File: src/rtl/bcs_pkg.sv
package bcs_pkg;
  // strobes from the control unit to the datapath
  typedef struct packed {
    logic load;      // capture start column, clear beat counter
    logic advance;   // step the beat counter
    logic rdFire;    // a read beat completes this cycle
    logic wrFire;    // a write beat completes this cycle
  } seqStrobe_t;

  localparam logic [2:0] LEN_PAGE   = 3'd7;
  localparam int         CAS_LO     = 2;
  localparam int         CAS_HI     = 3;
  localparam int         RD_DQM_LAT = 2;
endpackage

File: src/rtl/bcs_ctrl.sv
module bcs_ctrl
  import bcs_pkg::*;
#(
  parameter int COL_W = 9
) (
  input  logic             clk,
  input  logic             rstN,
  input  logic             startRd,
  input  logic             startWr,
  input  logic [2:0]       lenCode,
  input  logic             interleave,
  input  logic             burstStop,
  input  logic [COL_W-1:0] beatIdx,
  output seqStrobe_t       strb,
  output logic [COL_W-1:0] lenMaskQ,
  output logic             ilQ,
  output logic             beatValid,
  output logic             lastBeat
);
  logic             start;
  logic             active;
  logic             isRdQ;
  logic             fullPgQ;
  logic [COL_W-1:0] lenMaskNext;

  assign start = startRd | startWr;

  always_comb begin
    case (lenCode)
      3'd0:     lenMaskNext = '0;
      3'd1:     lenMaskNext = COL_W'(1);
      3'd2:     lenMaskNext = COL_W'(3);
      3'd3:     lenMaskNext = COL_W'(7);
      LEN_PAGE: lenMaskNext = '1;
      default:  lenMaskNext = '0;
    endcase
  end

  always_ff @(posedge clk) begin
    if (!rstN) begin
      active   <= 1'b0;
      isRdQ    <= 1'b0;
      fullPgQ  <= 1'b0;
      ilQ      <= 1'b0;
      lenMaskQ <= '0;
    end else if (start) begin
      active   <= 1'b1;
      isRdQ    <= startRd;
      fullPgQ  <= (lenCode == LEN_PAGE);
      ilQ      <= interleave & (lenCode != LEN_PAGE);
      lenMaskQ <= lenMaskNext;
    end else if (active && (burstStop || lastBeat)) begin
      active <= 1'b0;
    end
  end

  assign lastBeat     = active & ~fullPgQ & (beatIdx == lenMaskQ);
  assign beatValid    = active;
  assign strb.load    = start;
  assign strb.advance = active & ~burstStop & ~lastBeat;
  assign strb.rdFire  = active & isRdQ & ~burstStop;
  assign strb.wrFire  = active & ~isRdQ & ~burstStop;

  AST_LAST_ENDS: assert property (@(posedge clk) disable iff (!rstN)
    (lastBeat && !start) |=> !beatValid);
  AST_STOP_ENDS: assert property (@(posedge clk) disable iff (!rstN)
    (beatValid && burstStop && !start) |=> !beatValid);
  AST_START_IDX0: assert property (@(posedge clk) disable iff (!rstN)
    start |=> (beatValid && beatIdx == '0));
endmodule

File: src/rtl/bcs_dpath.sv
module bcs_dpath
  import bcs_pkg::*;
#(
  parameter int COL_W  = 9,
  parameter int MASK_W = 2
) (
  input  logic              clk,
  input  logic              rstN,
  input  seqStrobe_t        strb,
  input  logic [COL_W-1:0]  startCol,
  input  logic [COL_W-1:0]  lenMask,
  input  logic              il,
  input  logic              casIs3,
  input  logic [MASK_W-1:0] dqmIn,
  output logic [COL_W-1:0]  beatIdx,
  output logic [COL_W-1:0]  beatCol,
  output logic              rdValid,
  output logic [MASK_W-1:0] rdLaneOe,
  output logic [MASK_W-1:0] wrLaneEn
);
  logic [COL_W-1:0]  idxQ;
  logic [COL_W-1:0]  startColQ;
  logic [COL_W-1:0]  offset;
  logic              rdPipe [1:CAS_HI];
  logic [MASK_W-1:0] dqmPipe [1:RD_DQM_LAT];

  always_ff @(posedge clk) begin
    if (!rstN) begin
      idxQ      <= '0;
      startColQ <= '0;
    end else if (strb.load) begin
      idxQ      <= '0;
      startColQ <= startCol;
    end else if (strb.advance) begin
      idxQ <= idxQ + COL_W'(1);
    end
  end

  assign offset  = il ? (startColQ ^ idxQ) : (startColQ + idxQ);
  assign beatCol = (startColQ & ~lenMask) | (offset & lenMask);
  assign beatIdx = idxQ;

  for (genvar g = 1; g <= CAS_HI; g++) begin : gRdPipe
    always_ff @(posedge clk) begin
      if (!rstN) rdPipe[g] <= 1'b0;
      else if (g == 1) rdPipe[g] <= strb.rdFire;
      else rdPipe[g] <= rdPipe[g-1];
    end
  end

  for (genvar g = 1; g <= RD_DQM_LAT; g++) begin : gDqmPipe
    always_ff @(posedge clk) begin
      if (!rstN) dqmPipe[g] <= '0;
      else if (g == 1) dqmPipe[g] <= dqmIn;
      else dqmPipe[g] <= dqmPipe[g-1];
    end
  end

  assign rdValid  = casIs3 ? rdPipe[CAS_HI] : rdPipe[CAS_LO];
  assign rdLaneOe = {MASK_W{rdValid}} & ~dqmPipe[RD_DQM_LAT];
  assign wrLaneEn = {MASK_W{strb.wrFire}} & ~dqmIn;

  AST_IDX_STEP: assert property (@(posedge clk) disable iff (!rstN)
    (strb.advance && !strb.load) |=> (idxQ == $past(idxQ) + COL_W'(1)));
  AST_RD_AFTER_FIRE: assert property (@(posedge clk) disable iff (!rstN)
    rdValid |-> ($past(strb.rdFire, 2) || $past(strb.rdFire, 3)));
endmodule

File: src/rtl/burst_col_seq.sv
module burst_col_seq
  import bcs_pkg::*;
#(
  parameter int COL_W  = 9,
  parameter int MASK_W = 2
) (
  input  logic              clk,
  input  logic              rstN,
  input  logic              startRd,
  input  logic              startWr,
  input  logic [COL_W-1:0]  startCol,
  input  logic [2:0]        lenCode,
  input  logic              interleave,
  input  logic              casIs3,
  input  logic              burstStop,
  input  logic [MASK_W-1:0] dqmIn,
  output logic              beatValid,
  output logic [COL_W-1:0]  beatIdx,
  output logic [COL_W-1:0]  beatCol,
  output logic              lastBeat,
  output logic              rdValid,
  output logic [MASK_W-1:0] rdLaneOe,
  output logic [MASK_W-1:0] wrLaneEn
);
  seqStrobe_t       strb;
  logic [COL_W-1:0] lenMask;
  logic             ilQ;

  bcs_ctrl #(.COL_W(COL_W)) u_ctrl (
    .clk(clk), .rstN(rstN), .startRd(startRd), .startWr(startWr),
    .lenCode(lenCode), .interleave(interleave), .burstStop(burstStop),
    .beatIdx(beatIdx), .strb(strb), .lenMaskQ(lenMask), .ilQ(ilQ),
    .beatValid(beatValid), .lastBeat(lastBeat)
  );

  bcs_dpath #(.COL_W(COL_W), .MASK_W(MASK_W)) u_dpath (
    .clk(clk), .rstN(rstN), .strb(strb), .startCol(startCol),
    .lenMask(lenMask), .il(ilQ), .casIs3(casIs3), .dqmIn(dqmIn),
    .beatIdx(beatIdx), .beatCol(beatCol), .rdValid(rdValid),
    .rdLaneOe(rdLaneOe), .wrLaneEn(wrLaneEn)
  );
endmodule

File: config.mk
export PLATFORM = sky130hd
export DESIGN_NAME = burst_col_seq
export DESIGN_NICKNAME = d
export VERILOG_FILES = /design/src/rtl/bcs_pkg.sv /design/src/rtl/bcs_ctrl.sv /design/src/rtl/bcs_dpath.sv /design/src/rtl/burst_col_seq.sv
export SDC_FILE = /design/constraint.sdc
export NUM_CORES = 1
export LEC_CHECK = 0
export BUFFER_PORTS_ARGS = -buffer_cell sky130_fd_sc_hd__buf_2
export CAP_MARGIN = 20
export CORE_ASPECT_RATIO = 0.6
export CORE_UTILIZATION = 47
export DETAILED_ROUTE_END_ITERATION = 8
export GPL_ROUTABILITY_DRIVEN = 0
export HOLD_SLACK_MARGIN = 0.03
export PLACE_DENSITY = 0.72
export SETUP_SLACK_MARGIN = 0.2
export SKIP_CTS_REPAIR_TIMING = 1
export SLEW_MARGIN = 20
export SYNTH_ARGS = -nofsm -noshare
export SYNTH_HDL_FRONTEND = slang
export SYNTH_SLANG_ARGS = --single-unit
File: constraint.sdc
create_clock -name clk -period 2.05 [get_ports clk]
set_input_delay 0.1025 -clock clk [delete_from_list [all_inputs] [get_ports clk]]
set_output_delay 0.1025 -clock clk [all_outputs]
set_load 0.01 [all_outputs]
==> run_results.csv <==
group,metric,value,unit
outcome,status,"finished with violations",
outcome,violations,"setup timing",
grt,grt_pass1_wl,6710,um
critical_path,cpMaxStageDelayCell,"dfxtp_4",
min_path,min_from,"dqmIn[0]",
placed_design,placed_area,2140,sq um
critical_path,end_kind,"output pin",
power_and_ir_drop,power_density,555,nW/um^2
floorplanning,fp.coreArea,3400,sq um
floorplanning,io_pins,46,
timing,timing_hold_violations_final,0,
synth,synth_area,1750,sq um
synth,synth_seq_cells,32,
synth,yosysMostFrequentCell,"dfxtp_1",
cts,clock_latency,0.28,ns
placed_design,dp_hpwl,3060,um
critical_path,required,1.95,ns
power_and_ir_drop,vdd_drop_max,412,uV
timing,finalMaxSlewViolations,0,
synth,ys_seq_area_frac,0.366,
timing,skew,0.00541,ns
timing,fmax,429,MHz
synth,synth_area_leaders,"dfxtp_1 (37%), ha_1 (6.4%), nand2_1 (6.2%)",
job,cap_violations,0,
cts,clockBufferDepth,2,
min_path,whs_path_depth,2,
placed_design,dp.cells,305,
critical_path,crit_chain,"ha_4, inv_2, fa_2, nand2b_4, a211oi_4, a31oi_1, xnor2_1, mux2_4, buf_2",
critical_path,rr_endpoint,"u_dpath.beatIdx[2]",
synth,synth_nets,242,
synth,synth_top_area_cell,"dfxtp_1",
synth,synth_top_area_share,0.366,
timing,setup_violations,5,
synth,synth_top_cells_by_count,"dfxtp_1 (32), nand2_1 (29), nor2_1 (23)",
cts,ctsRootBufferMaster,"clkbuf_8",
synth,synth_flop_cell,"dfxtp_1",
final_layout,diodes,0,
critical_path,crit_arrival,2.23,ns
grt,first_global_vias,1412,
synth,syn_area_per_cell,8.28,sq um
cts,cts_made_buffers,5,
critical_path,worstSetupPathType,"register to output pin",
synth,ys_types,39,
final_layout,fin_cells,321,
final_layout,layout.nets,306,
cts,ctsHtreeMaxLevel,2,
grt,grt_max_degree,25,
floorplanning,start_util,0.514,
synth,synth_edf_count,0,
floorplanning,die_x,80.7,um
critical_path,cp_max_fo,3,
grt,antenna_found_initial,0,
grt,grt_overflow,0,
cts,cts_tree,"done",
critical_path,ff2ff_path_depth,5,
cts,path_clk_slew,0.07,ns
critical_path,critPathLaunchType,"register",
timing,slew_headroom,0.677,
floorplanning,dieArea,3970,sq um
final_layout,multi_input_area,1170,sq um
placed_design,port-buffer-count,45,
routing,drtAntennaViolNets,0,
timing,fin_ws,-0.279,ns
synth,yosys_warnings,0,
critical_path,max_stage_delay,0.36,ns
floorplanning,core.rowCount,16,
min_path,whs_endpoint,"u_dpath.dqmPipe[1][0]",
final_layout,drive_above_1_share,0.373,
synth,async_reset_ff_frac,0,
timing,period_needed,2.33,ns
power_and_ir_drop,cellLeakagePower,0.00106,uW
final_layout,seq_area,664,sq um
routing,viasPerCell,5.27,
min_path,hold_class,"primary input to register",
final_layout,postLayoutCellArea,2380,sq um
critical_path,rrSetupSlack,0.35,ns
routing,num_vias,1692,
synth,postSynthCellCount,211,
routing,drtPass1Iterations,4,
final_layout,fillers,286,
routing,drc,0,
grt,grt_use_total,0.227,
timing,rsz0062_at_grt,"yes",
routing,routed_wirelength,4300,um
routing,drt_iter0_drc,65,
critical_path,r2r_start,"u_dpath.beatIdx[6]",
timing,post-route-period-util,1.14,
routing,wl_per_cell,13.4,um
timing,worst_pin_slew,0.484,ns
cts,cts.sinks,32,
floorplanning,fp.dieH,49.2,um
final_layout,syn2layout_area_growth,35.9,%
report_power, final:
group	switching (uW)	internal [uW]	total, uW
Clock	232	238	470
Sequential	25.5	641	667
Combinational	93.1	89.8	183
Total	350	969	1320
cells in the final DEF, fill, tap and decap left out, drive strengths merged:
cell | synthesis | routed
ha | 9 | 9
a21bo | 1 | 1
mux2i | 3 | 3
clkbuf | 7 | 7
mux2 | 2 | 2
nor2 | 23 | 23
nor2b | 2 | 2
a31oi | 3 | 3
o31ai | 1 | 1
a21o | 1 | 1
nor3 | 5 | 5
and3 | 3 | 3
clkinv | 0 | 1
nand2b | 4 | 4
and2 | 7 | 7
nor4 | 1 | 1
nand2 | 29 | 29
or4 | 2 | 2
fa | 1 | 1
inv | 5 | 5
a21oi | 14 | 14
or3b | 1 | 1
a21boi | 12 | 12
or3 | 3 | 3
dfxtp | 32 | 32
o21bai | 1 | 1
o21a | 3 | 3
xor2 | 5 | 5
nand3 | 5 | 5
a211oi | 2 | 2
xnor2 | 7 | 7
nand3b | 1 | 1
buf | 0 | 64
a2111oi | 1 | 1
o21ai | 9 | 9
or2 | 1 | 1
a211o | 1 | 1
nand4 | 4 | 4
logic make-up (layout without fill, tap and decap cells):
family	count (synthesis)	after routing	synth area share
buffers and inverters	12	77	0.0258
adder cells (fa/ha/maj)	10	10	0.0759
AO/OA/AOI/OAI	49	49	0.183
AND/OR/NAND/NOR	91	91	0.259
XOR/XNOR	12	12	0.0601
flip-flops	32	32	0.366
multiplexers	5	5	0.0301
sequential cells by signal (all words and copies together), names as in the netlist:
signal	flops
u_ctrl.isRdQ	1
u_dpath.startColQ	9
u_ctrl.beatValid	1
u_dpath.dqmPipe	4
u_dpath.beatIdx	9
u_ctrl.lenMaskQ	4
u_ctrl.ilQ	1
u_dpath.rdPipe	3
stage by stage:
step                 util  setup TNS [ns]  setup WS (ns)  hold slack, ns  power (uW)
detailed placement  0.630         -0.0547        -0.0278           0.326         851
floorplan               -               0         0.0417           0.224         779
global route        0.698           -1.31         -0.339          0.0353        1380
CTS                 0.654           -1.22         -0.341          0.0313        1310
global placement    0.630         -0.0694        -0.0446           0.319         849
finish              0.698          -0.925         -0.279          0.0337        1320
per-layer routing:
metal / wire length, um / share of wire / GRT usage / vias to the layer above
li1: - / - / - / 859
met4: 41 / 0.0095 / 0.0685 / 0
met3: 335 / 0.078 / 0.0879 / 4
met5: 0 / 0 / 0 / -
met1: 2250 / 0.52 / 0.333 / 775
met2: 1670 / 0.39 / 0.298 / 54
worst max-delay path by stage:
stage | from | to | slack, ns | depth (start not counted)
floorplan | u_dpath.beatIdx[0] | beatCol[8] | 0.04 | 8
global placement | u_dpath.startColQ[0] | beatCol[8] | -0.04 | 9
detailed placement | u_dpath.startColQ[0] | beatCol[8] | -0.03 | 9
CTS | u_dpath.startColQ[0] | beatCol[8] | -0.34 | 9
global route | u_dpath.beatIdx[0] | beatCol[8] | -0.34 | 9
finish | u_dpath.beatIdx[0] | beatCol[6] | -0.28 | 9
final cells by class:
| type | count | area share |
|---|---|---|
| Multi-Input combinational cell | 167 | 0.494 |
| Sequential cell | 32 | 0.280 |
| Inverter | 5 | 0.00790 |
| Clock buffer | 7 | 0.0321 |
| Tap cell | 45 | 0.0237 |
| Timing Repair Buffer | 64 | 0.161 |
| Clock inverter | 1 | 0.00211 |
worst max-delay path, delay by kind of cell (launching register included):
kind            cells  cell delay (ns)
fa+ha+maj           2             0.47
compound gates      2             0.38
mux                 1             0.25
buf+inv             2             0.18
xor+xnor            1             0.15
simple gates        1             0.15
flops               1             0.36
(Power assumes the default switching activity.)
